`src/rtl/spi_fe_pkg.sv`:
```
package spi_fe_pkg;
  localparam logic [7:0] OP_WRSR  = 8'h01;
  localparam logic [7:0] OP_WRITE = 8'h02;
  localparam logic [7:0] OP_READ  = 8'h03;
  localparam logic [7:0] OP_WRDI  = 8'h04;
  localparam logic [7:0] OP_RDSR  = 8'h05;
  localparam logic [7:0] OP_WREN  = 8'h06;

  typedef enum logic [1:0] {ST_IDLE, ST_CMD, ST_SKIP} fe_state_e;

  function automatic logic is_op(input logic [7:0] c);
    return (c >= OP_WRSR) && (c <= OP_WREN);
  endfunction
endpackage

```
`src/rtl/spi_fe_sync.sv`:
```
module spi_fe_sync #(
  parameter int N = 3,
  parameter logic [N-1:0] RST_VAL = '0
) (
  input  logic         clk_i,
  input  logic         rst_ni,
  input  logic [N-1:0] d_i,
  output logic [N-1:0] q_o
);
  for (genvar i = 0; i < N; i++) begin : g_bit
    logic s1_q, s2_q;
    always_ff @(posedge clk_i or negedge rst_ni) begin
      if (!rst_ni) begin
        s1_q <= RST_VAL[i];
        s2_q <= RST_VAL[i];
      end else begin
        s1_q <= d_i[i];
        s2_q <= s1_q;
      end
    end
    assign q_o[i] = s2_q;
  end
endmodule

```
`src/rtl/spi_fe_busy.sv`:
```
module spi_fe_busy #(
  parameter int TWR_CYCLES = 5000,
  localparam int CW = $clog2(TWR_CYCLES + 1)
) (
  input  logic clk_i,
  input  logic rst_ni,
  input  logic start_i,
  output logic busy_o
);
  logic [CW-1:0] cnt_q;

  always_ff @(posedge clk_i or negedge rst_ni) begin
    if (!rst_ni)            cnt_q <= '0;
    else if (start_i)       cnt_q <= CW'(TWR_CYCLES);
    else if (cnt_q != '0)   cnt_q <= cnt_q - CW'(1);
  end

  assign busy_o = (cnt_q != '0);

  a_r7_no_restart: assert property (@(posedge clk_i) disable iff (!rst_ni)
    start_i |-> !busy_o);
  a_r7_busy_after_start: assert property (@(posedge clk_i) disable iff (!rst_ni)
    start_i |=> busy_o);
endmodule

```
`src/rtl/spi_fe_pagebuf.sv`:
```
module spi_fe_pagebuf #(
  parameter int AW         = 16,
  parameter int PAGE_BYTES = 128,
  localparam int PW        = $clog2(PAGE_BYTES)
) (
  input  logic             clk_i,
  input  logic             rst_ni,
  input  logic             clr_i,
  input  logic             wr_i,
  input  logic [PW-1:0]    off_i,
  input  logic [7:0]       data_i,
  input  logic             go_i,
  input  logic [AW-PW-1:0] page_i,
  output logic             we_o,
  output logic [AW-1:0]    waddr_o,
  output logic [7:0]       wdata_o,
  output logic             active_o
);
  logic [7:0]            buf_q [PAGE_BYTES];
  logic [PAGE_BYTES-1:0] vld_q;
  logic [PW-1:0]         idx_q;
  logic [AW-PW-1:0]      page_q;
  logic                  run_q, we_q;
  logic [AW-1:0]         waddr_q;
  logic [7:0]            wdata_q;

  always_ff @(posedge clk_i) begin
    if (wr_i) buf_q[off_i] <= data_i;
  end

  always_ff @(posedge clk_i or negedge rst_ni) begin
    if (!rst_ni) begin
      vld_q   <= '0;
      idx_q   <= '0;
      page_q  <= '0;
      run_q   <= 1'b0;
      we_q    <= 1'b0;
      waddr_q <= '0;
      wdata_q <= '0;
    end else begin
      we_q <= 1'b0;
      if (clr_i) vld_q <= '0;
      if (wr_i)  vld_q[off_i] <= 1'b1;
      if (go_i) begin
        run_q  <= 1'b1;
        idx_q  <= '0;
        page_q <= page_i;
      end else if (run_q) begin
        we_q         <= vld_q[idx_q];
        waddr_q      <= {page_q, idx_q};
        wdata_q      <= buf_q[idx_q];
        vld_q[idx_q] <= 1'b0;
        idx_q        <= idx_q + PW'(1);
        if (idx_q == PW'(PAGE_BYTES - 1)) run_q <= 1'b0;
      end
    end
  end

  assign we_o     = we_q;
  assign waddr_o  = waddr_q;
  assign wdata_o  = wdata_q;
  assign active_o = run_q | we_q;

  // a burst never leaves the page it started in
  a_r9_one_page: assert property (@(posedge clk_i) disable iff (!rst_ni)
    (we_q && $past(we_q)) |-> $stable(waddr_q[AW-1:PW]));
  a_r4_drain_after_go: assert property (@(posedge clk_i) disable iff (!rst_ni)
    we_q |-> $past(run_q));
endmodule

```
`src/rtl/spi_mem_front.sv`:
```
module spi_mem_front
  import spi_fe_pkg::*;
#(
  parameter int AW         = 16,
  parameter int PAGE_BYTES = 128,
  parameter int TWR_CYCLES = 5000,
  localparam int PW        = $clog2(PAGE_BYTES)
) (
  input  logic             clk_i,
  input  logic             rst_ni,
  input  logic             cs_ni,
  input  logic             sck_i,
  input  logic             mosi_i,
  output logic             miso_o,
  output logic             miso_oe_o,
  output logic [AW-1:0]    mem_raddr_o,
  input  logic [7:0]       mem_rdata_i,
  output logic             mem_we_o,
  output logic [AW-1:0]    mem_waddr_o,
  output logic [7:0]       mem_wdata_o,
  output logic [AW-PW-1:0] wr_page_o,
  input  logic             wr_ok_i,
  output logic [5:0]       sr_cfg_o,
  output logic             busy_o
);
  localparam int ADDR_BYTES = AW / 8;

  logic [2:0] pin_q;
  logic       cs_q, sck_q, mosi_q, cs_d, sck_d;
  logic       cs_rise, cs_fall, sck_rise, sck_fall;

  spi_fe_sync #(.N(3), .RST_VAL(3'b001)) u_sync (
    .clk_i (clk_i),
    .rst_ni(rst_ni),
    .d_i   ({mosi_i, sck_i, cs_ni}),
    .q_o   (pin_q)
  );

  assign cs_q   = pin_q[0];
  assign sck_q  = pin_q[1];
  assign mosi_q = pin_q[2];

  always_ff @(posedge clk_i or negedge rst_ni) begin
    if (!rst_ni) begin
      cs_d  <= 1'b1;
      sck_d <= 1'b0;
    end else begin
      cs_d  <= cs_q;
      sck_d <= sck_q;
    end
  end

  assign cs_rise  = cs_q & ~cs_d;
  assign cs_fall  = ~cs_q & cs_d;
  assign sck_rise = sck_q & ~sck_d;
  assign sck_fall = ~sck_q & sck_d;

  fe_state_e     st_q;
  logic [7:0]    op_q, nby_q, tx_q, byte_w, load_w;
  logic [6:0]    rx_q;
  logic [2:0]    bit_q;
  logic [AW-1:0] addr_q;
  logic [5:0]    sr_new_q, sr_q;
  logic          wel_q, oe_q, byte_done, is_arr, out_phase, at_end;
  logic          do_wren, do_wrdi, do_wrsr, do_write;
  logic          buf_clr, buf_wr, cyc_busy, buf_active;

  assign byte_w    = {rx_q, mosi_q};
  assign byte_done = (st_q == ST_CMD) && !cs_q && sck_rise && (bit_q == 3'd7);
  assign is_arr    = (op_q == OP_READ) || (op_q == OP_WRITE);
  assign out_phase = ((op_q == OP_READ) && (nby_q >= 8'(ADDR_BYTES + 1))) ||
                     ((op_q == OP_RDSR) && (nby_q >= 8'd1));
  assign load_w    = (op_q == OP_READ) ? mem_rdata_i : {sr_q, wel_q, busy_o};

  always_ff @(posedge clk_i or negedge rst_ni) begin
    if (!rst_ni) begin
      st_q     <= ST_IDLE;
      op_q     <= '0;
      rx_q     <= '0;
      bit_q    <= '0;
      nby_q    <= '0;
      addr_q   <= '0;
      sr_new_q <= '0;
      tx_q     <= '0;
      oe_q     <= 1'b0;
    end else if (cs_q) begin
      st_q <= ST_IDLE;
      oe_q <= 1'b0;
    end else if (cs_fall) begin
      st_q  <= ST_CMD;
      bit_q <= '0;
      nby_q <= '0;
      oe_q  <= 1'b0;
    end else if (st_q == ST_CMD) begin
      if (sck_rise) begin
        rx_q  <= {rx_q[5:0], mosi_q};
        bit_q <= bit_q + 3'd1;
        if (bit_q == 3'd7) begin
          if (nby_q != 8'hFF) nby_q <= nby_q + 8'd1;
          if (nby_q == 8'd0) begin
            op_q <= byte_w;
            if (!is_op(byte_w) || (busy_o && byte_w != OP_RDSR)) st_q <= ST_SKIP;
          end else if (is_arr && nby_q <= 8'(ADDR_BYTES)) begin
            addr_q <= {addr_q[AW-9:0], byte_w};
          end else if (op_q == OP_WRITE) begin
            addr_q <= {addr_q[AW-1:PW], addr_q[PW-1:0] + PW'(1)};
          end
          if (op_q == OP_WRSR && nby_q == 8'd1) sr_new_q <= byte_w[7:2];
        end
      end else if (sck_fall && out_phase) begin
        if (bit_q == 3'd0) begin
          tx_q <= load_w;
          oe_q <= 1'b1;
          if (op_q == OP_READ) addr_q <= addr_q + AW'(1);
        end else begin
          tx_q <= {tx_q[6:0], 1'b0};
        end
      end
    end
  end

  // commit decisions at deselect; only whole bytes count
  assign at_end   = cs_rise && (st_q == ST_CMD) && (bit_q == 3'd0);
  assign do_wren  = at_end && (op_q == OP_WREN) && (nby_q >= 8'd1);
  assign do_wrdi  = at_end && (op_q == OP_WRDI) && (nby_q >= 8'd1);
  assign do_wrsr  = at_end && (op_q == OP_WRSR) && (nby_q >= 8'd2) && wel_q;
  assign do_write = at_end && (op_q == OP_WRITE) && (nby_q >= 8'(ADDR_BYTES + 2))
                    && wel_q && wr_ok_i;

  assign buf_clr = byte_done && (nby_q == 8'd0) && (byte_w == OP_WRITE) && !busy_o;
  assign buf_wr  = byte_done && (op_q == OP_WRITE) && (nby_q > 8'(ADDR_BYTES));

  always_ff @(posedge clk_i or negedge rst_ni) begin
    if (!rst_ni) begin
      wel_q <= 1'b0;
      sr_q  <= '0;
    end else begin
      if (do_wren) wel_q <= 1'b1;
      else if (do_wrdi || do_wrsr || do_write) wel_q <= 1'b0;
      if (do_wrsr) sr_q <= sr_new_q;
    end
  end

  spi_fe_busy #(.TWR_CYCLES(TWR_CYCLES)) u_busy (
    .clk_i  (clk_i),
    .rst_ni (rst_ni),
    .start_i(do_wrsr | do_write),
    .busy_o (cyc_busy)
  );

  spi_fe_pagebuf #(.AW(AW), .PAGE_BYTES(PAGE_BYTES)) u_pbuf (
    .clk_i   (clk_i),
    .rst_ni  (rst_ni),
    .clr_i   (buf_clr),
    .wr_i    (buf_wr),
    .off_i   (addr_q[PW-1:0]),
    .data_i  (byte_w),
    .go_i    (do_write),
    .page_i  (addr_q[AW-1:PW]),
    .we_o    (mem_we_o),
    .waddr_o (mem_waddr_o),
    .wdata_o (mem_wdata_o),
    .active_o(buf_active)
  );

  assign busy_o      = cyc_busy | buf_active;
  assign miso_oe_o   = oe_q;
  assign miso_o      = oe_q ? tx_q[7] : 1'b0;
  assign mem_raddr_o = addr_q;
  assign wr_page_o   = addr_q[AW-1:PW];
  assign sr_cfg_o    = sr_q;

  a_r11_oe_needs_select: assert property (@(posedge clk_i) disable iff (!rst_ni)
    cs_q |=> !miso_oe_o);
  a_r3_skip_silent: assert property (@(posedge clk_i) disable iff (!rst_ni)
    (st_q == ST_SKIP) |-> !miso_oe_o);
  a_r5_latch_cleared: assert property (@(posedge clk_i) disable iff (!rst_ni)
    $rose(busy_o) |-> !wel_q);
  a_r4_commit_at_deselect: assert property (@(posedge clk_i) disable iff (!rst_ni)
    $rose(busy_o) |-> $past(cs_q));
  a_r7_write_inside_busy: assert property (@(posedge clk_i) disable iff (!rst_ni)
    mem_we_o |-> busy_o);
  a_r6_cfg_needs_latch: assert property (@(posedge clk_i) disable iff (!rst_ni)
    !$stable(sr_q) |-> $past(wel_q));
endmodule

```
`config.mk`:
```
export PLATFORM = sky130hd
export DESIGN_NAME = spi_mem_front
export DESIGN_NICKNAME = d
export VERILOG_FILES = /design/src/rtl/spi_fe_pkg.sv /design/src/rtl/spi_fe_sync.sv /design/src/rtl/spi_fe_busy.sv /design/src/rtl/spi_fe_pagebuf.sv /design/src/rtl/spi_mem_front.sv
export SDC_FILE = /design/constraint.sdc
export NUM_CORES = 1
export LEC_CHECK = 0
export BUFFER_PORTS_ARGS = -buffer_cell sky130_fd_sc_hd__clkbuf_2
export CORE_MARGIN = 4
export CORE_UTILIZATION = 40
export CTS_BUF_LIST = sky130_fd_sc_hd__clkbuf_8
export DETAILED_ROUTE_END_ITERATION = 12
export SETUP_SLACK_MARGIN = 0.3
export SYNTH_ARGS = -nofsm -noshare
export SYNTH_HDL_FRONTEND = slang
export SYNTH_HIERARCHICAL = 1
export SYNTH_SLANG_ARGS = --single-unit
```
`constraint.sdc`:
```
create_clock -name clk_i -period 3.45 [get_ports clk_i]
set_clock_uncertainty 0.15 [all_clocks]
set_input_delay 0.69 -clock clk_i [delete_from_list [all_inputs] [get_ports clk_i]]
set_output_delay 0.69 -clock clk_i [all_outputs]
set_load 0.05 [all_outputs]
```
---- Word level (Yosys, flattened, before mapping) ----
Memories as Yosys holds them, arrays and structs flattened. A register that Yosys moved wholly into a read port is not among the register bits.
Index checks and enable logic that the tools add are counted.
storage, ports and cells
  bits in registers ....................... 249
  latch bits .............................. 0
  RAM bits ................................ 1024
  memory bits (read-only) ................. 0
  output and inout bits ................... 59
  word-level logic and storage cells ...... 206
  memories ................................ 1
memories
  name          depth  width  read ports  clocked after Yosys merged registers in  wr ports  line                  source
  u_pbuf.buf_q  128    8      1           1                                        1         spi_fe_pagebuf.sv:19  logic [7:0] buf_q [PAGE_BYTES];
cells by class
  $add $sub $neg .......................... 6
  multipliers ............................. 0
  divide/modulo/power cells ............... 0
  magnitude comparators ................... 12
  eq/ne operators ......................... 18
  shift operators ......................... 0
  multiplexer cells ....................... 55
  bitwise gates (word level) .............. 17
  reductions and logical operators ........ 70
operators by type and width
  cell                                                         count
  two-way mux 128 bit                                          4
  AND 128 bit                                                  1
  NOT 128 bit                                                  1
  bitwise OR 128 bit                                           1
  two-way mux 16 bit                                           7
  two-way mux 8 bit                                            7
  logical AND 1 bit                                            30
  two-way mux 13 bit                                           2
  == test 8 x 2 -> 1 bit (second input constant)               3
  == test 8 x 3 -> 1 bit (second input constant)               3
  two-way mux 7 bit                                            3
  nonzero test 3 bit                                           7
  nonzero test 2 bit                                           10
  two-way mux 1 bit                                            19
  AND reduction 9 bit                                          2
  adder 16 x 1 -> 16 bit (second input constant)               1
  == test 8 x 1 -> 1 bit (second input constant)               2
  >= comparator 8 x 1 -> 1 bit (second input constant)         2
  >= comparator 8 x 2 -> 1 bit (second input constant)         2
  less-than comparator 7 x 8 -> 1 bit (second input constant)  2
  AND reduction 5 bit                                          3
  adder 7 x 1 -> 7 bit (second input constant)                 2
  demux 1 bit (select 7 bit)                                   2
  >= comparator 7 x 1 -> 1 bit (second input constant)         2
  31 further kinds                                             60

---- Logic depth before layout (Yosys ltp) ----
  depth after elaboration ................. 13
  mapped depth ............................ 14

---- Modules after synthesis ----
Netlist, hierarchy kept.
by module, submodules not included
  module          times used  cells each  area each (um2)  seq. area each (um2)
  spi_fe_pagebuf  1           2899        47230.3          35003.6
  spi_mem_front   1           376         3787.4           1702.9
  spi_fe_busy     1           74          706.9            325.3
  spi_fe_sync     1           9           175.2            152.6

---- Worst setup path before layout ----
OpenSTA, ideal clock, no wires.
  path type ............................... reg2reg
  start point ............................. register bit_q[0]
  end point ............................... memory u_pbuf.buf_q[118][0], enable pin
  data arrival time ....................... 3.010 ns
  required time ........................... 2.926 ns
  setup slack ............................. -0.084 ns
  stages on the path, launching flop included .. 10
  buffers on the path ..................... 1
  period minus slack after synthesis ...... 3.534 ns
  path through ............................ dfrtp_1 -> ha_1 -> ha_1 -> inv_1 -> or4_1 -> nor4b_1 -> nor2b_1 -> nand3_1 -> clkbuf_1 -> nor2_1
on the way
  word-level cells in the longest chain between the ends .. 6
ends and longest elaborated chain
  item                                     line                  source
  from (decl)                              spi_mem_front.sv:61   logic [2:0] bit_q;
  from (signal assigned)                   spi_mem_front.sv:97   bit_q <= bit_q + 3'd1;
  == test 3 bit                            spi_mem_front.sv:69   assign byte_done = (st_q == ST_CMD) && !cs_q && sck_rise && (bit_q == 3'd7);
  logical AND 1 bit                        spi_mem_front.sv:69
  logical AND 1 bit (2 in series)          spi_mem_front.sv:131  assign buf_wr = byte_done && (op_q == OP_WRITE) && (nby_q > 8'(ADDR_BYTES));
  net buf_wr                               spi_mem_front.sv:66   logic buf_clr, buf_wr, cyc_busy, buf_active;
  two-way mux 1 bit                        spi_fe_pagebuf.sv:28  if (wr_i) buf_q[off_i] <= data_i;
  two-way mux 1 bit (implied by the code)  spi_fe_pagebuf.sv:28
  to (decl)                                spi_fe_pagebuf.sv:19
The timed path passes the listed nets, and every way through them passes these cells.

==> results_dict.tcl <==
set metrics [dict create \
    synth_area_um2 51900 \
    critPathLaunchType "flip-flop" \
    critPathArrivalTime_ps 3900 \
    slew_headroom_pct 29.4 \
    yosysSeqAreaShare_pct 71.6 \
    die_area_um2 136000 \
    crit_type "flip-flop to flip-flop" \
    min_period_over_period_pct 94.4 \
    gp_congestion 0.894 \
    required_ps 4090 \
    clkSinkCount 1281 \
    syn_area_per_cell_um2 15.5 \
    row_count 131 \
    cts_root_buf "clkbuf_8" \
    grt_pass1_wl_um 232000 \
    hold_class "input port to flip-flop" \
    hold_start "mem_rdata_i[7]" \
    die_w_um 368 \
    ant_nets 0 \
    gr-usage-all-layers_pct 23.1 \
    synth_nets 3383 \
    synth_cell_type_count 94 \
    cts_max_level 4 \
    reg2reg_depth 11 \
    power_leakage_nw 22.3 \
    final_hold_viol_count 0 \
    synthFlopType "edfxtp_1" \
    dpl.hpwl_um 101000 \
    syn_to_final_growth_pct 18.6 \
    cp_cell_sequence "buf_12 -> buf_4 -> nor2b_2 -> buf_4 -> a22oi_1 -> o22ai_1 -> a211oi_2 -> nor4_2 -> a211oi_1 -> buf_4 -> o211ai_1" \
    grt_max_degree 81 \
    worstMarginPinSlew_ps 1060 \
    drt_iter0_drc 4285 \
    final_common_cell "edfxtp_1" \
    wl_per_cell_um 28.1 \
    crit_top_cell "buf_4" \
    period_needed_ps 3260 \
    endpoint_kind "flip-flop" \
    cts_tree "yes" \
    cp_max_fo 14 \
    path_clk_slew_ps 60 \
    max-vdd-ir-drop_mv 0.298 \
    hold_depth 4 \
    dr.pass1.iters 8 \
    r2r_end "u_pbuf/wdata_o[0]" \
    cp_slowest_cell "dfrtp_4" \
    setup_violations 0 \
    finalNetCount 3825 \
    max_stage_delay_ps 570 \
    drive_gt1_share_pct 27.8 \
    grt_overflow_total 0 \
    hold_end "tx_q[7]" \
    layout_common_cells "edfxtp_1 (1,024), buf_4 (325), a21oi_1 (263), dfrtp_1 (242), nor2_1 (223)" \
    cts-buffers-inserted 201 \
    rsz0062_at_grt "yes" \
    drc 0 \
    clk_latency_ps 870 \
    finalSetupTns_ps 0 \
    grt_antenna_before_repair 8 \
    die_height_um 368 \
    placed_cell_area_um2 56600 \
    routed-via-count 34100 \
    fmax_ghz 0.307 \
    start_util_pct 40.5 \
    grt_pass1_vias 33200 \
    clockBufferDepth 3 \
    synth_edf_count 1024 \
    ys_async_sr_fraction_pct 20.1 \
    ys_warn_count 6 \
    reg2reg_from "u_pbuf/idx_q[2]" \
    cap_viol_max_count 0 \
    ff2ff_setup_slack_ps 190 \
    finalMaxSlewViolations 0 \
    synthCells 3358 \
    ioPinCount 73 \
    fin_area_um2 61500 \
    synth_seq_cells 1281 \
    routed_wl_um 160000 \
    via_per_inst 5.98 \
    outcome "complete, no violations" \
    portBuffers 72 \
    nFillCells 11100 \
    core_area_um2 128000 \
    p_per_area_nw_per_um2 481 \
    total_power_mw 29.6 \
]
==> metrics by stage <==
step	util, %	instances	hold WS [ps]	setup WS [ps]
2_1_floorplan	-	3358	181	264
3_3_place_gp	44.2	5278	186	-139
3_5_place_dp	44.2	5278	187	-170
4_1_cts	47.8	5688	26.3	196
5_1_grt	48.0	5693	78.4	149
6_report	48.0	5695	113	192
==> area by class of cell <==
cell class / instances / area (um^2) / share of cell area [%]
inverter: 24 / 105 / 0.171
antenna: 3 / 7.51 / 0.0122
multi-input combinational: 1830 / 14200 / 23.1
clock inverter: 150 / 887 / 1.44
clock buffer: 216 / 2970 / 4.83
timing repair buffer: 462 / 3970 / 6.46
sequential: 1281 / 37200 / 60.5
tap: 1729 / 2160 / 3.51
==> flip-flops by register name, summed over array words and instances (netlist names), 8 cells and up <==
signal	count
mem_raddr_o	16
nby_q	8
op_q	8
tx_q	8
u_busy/cnt_q	13
u_pbuf/buf_q	1024
u_pbuf/page_q	9
u_pbuf/vld_q	128
u_pbuf/waddr_o	16
u_pbuf/wdata_o	8
==> worst max-delay path, delay by kind of cell, from the launching register on <==
family | cells | cell delay [ps]
and+or+nand+nor | 2 | 780
DFF | 1 | 570
buffers and inverters | 4 | 880
AOI/OAI and AO/OA | 5 | 790
==> worst max path at each step <==
stage / startpoint / slack (ps) / to / cells after the start
after CTS: u_busy/cnt_q[0] / 200 / busy_o / 8
after detailed placement: u_pbuf/idx_q[2] / -170 / u_pbuf/wdata_o[0] / 8
after global routing: u_busy/cnt_q[1] / 150 / u_pbuf/vld_q[1] / 20
after floorplan: bit_q[0] / 260 / u_pbuf/buf_q[30][0] / 8
after global placement: u_pbuf/idx_q[2] / -140 / u_pbuf/wdata_o[0] / 8
final: u_pbuf/idx_q[2] / 190 / u_pbuf/wdata_o[0] / 11
==> where the power goes <==
| group | internal [mW] | switching, mW |
|---|---|---|
| Sequential | 16.8 | 0.0806 |
| Clock | 6.33 | 6.01 |
| Combinational | 0.0517 | 0.317 |
| Total | 23.2 | 6.41 |
==> Yosys cell counts, drive strengths merged (9+ instances only) <==
master,instances,area share (%)
ha,11,0.27
a2111oi,22,0.37
o22a,9,0.15
nand3,45,0.44
and3,9,0.11
mux2i,115,2.2
and2,9,0.11
o21ai,97,0.94
nor2,279,2.0
nand4,17,0.20
a22oi,36,0.52
a22o,20,0.34
clkbuf,80,0.58
nand2,169,1.2
o221ai,10,0.17
o211ai,9,0.13
or2,9,0.11
mux4,107,4.6
edfxtp,1024,59
buf,143,1.7
dfrtp,254,12
a221o,20,0.39
a31oi,23,0.29
a211oi,15,0.22
inv,24,0.17
a221oi,159,2.7
nor4,26,0.35
nor2b,21,0.26
o22ai,32,0.39
o31ai,11,0.17
a21oi,314,3.0
nor3,41,0.43
mux2,85,1.9
nand2b,15,0.18
==> metal layers <==
metal | wire length, um | global-route usage [%] | part of all wire (%) | vias up
met5 | 11 | 0 | 0.0069 | -
met2 | 71900 | 34.7 | 45 | 2026
met3 | 16800 | 5.42 | 10 | 315
li1 | - | - | - | 14300
met1 | 65800 | 32.9 | 41 | 17500
met4 | 5770 | 8.29 | 3.6 | 2
==> timing repair <==
item,in CTS,in global routing
hold buffers,5,0
resized for setup,62,66
pin swaps,15,4
cloned,3,3
setup buffers,36,1
endpoints found under the setup margin,746,993
hold endpoints to repair,76,0
==> kinds of logic (layout without fill, tap and decap cells) <==
group	after synthesis	after routing	share of synthesized area [%]
mux	307	307	8.71
simple gates	672	672	6.03
buf+inv	247	852	2.47
other cells	0	3	0
compound gates	826	826	10.6
fa+ha+maj	11	11	0.265
xor+xnor	14	14	0.236
flops	1281	1281	71.6
Power figures use the tool's default switching activity.
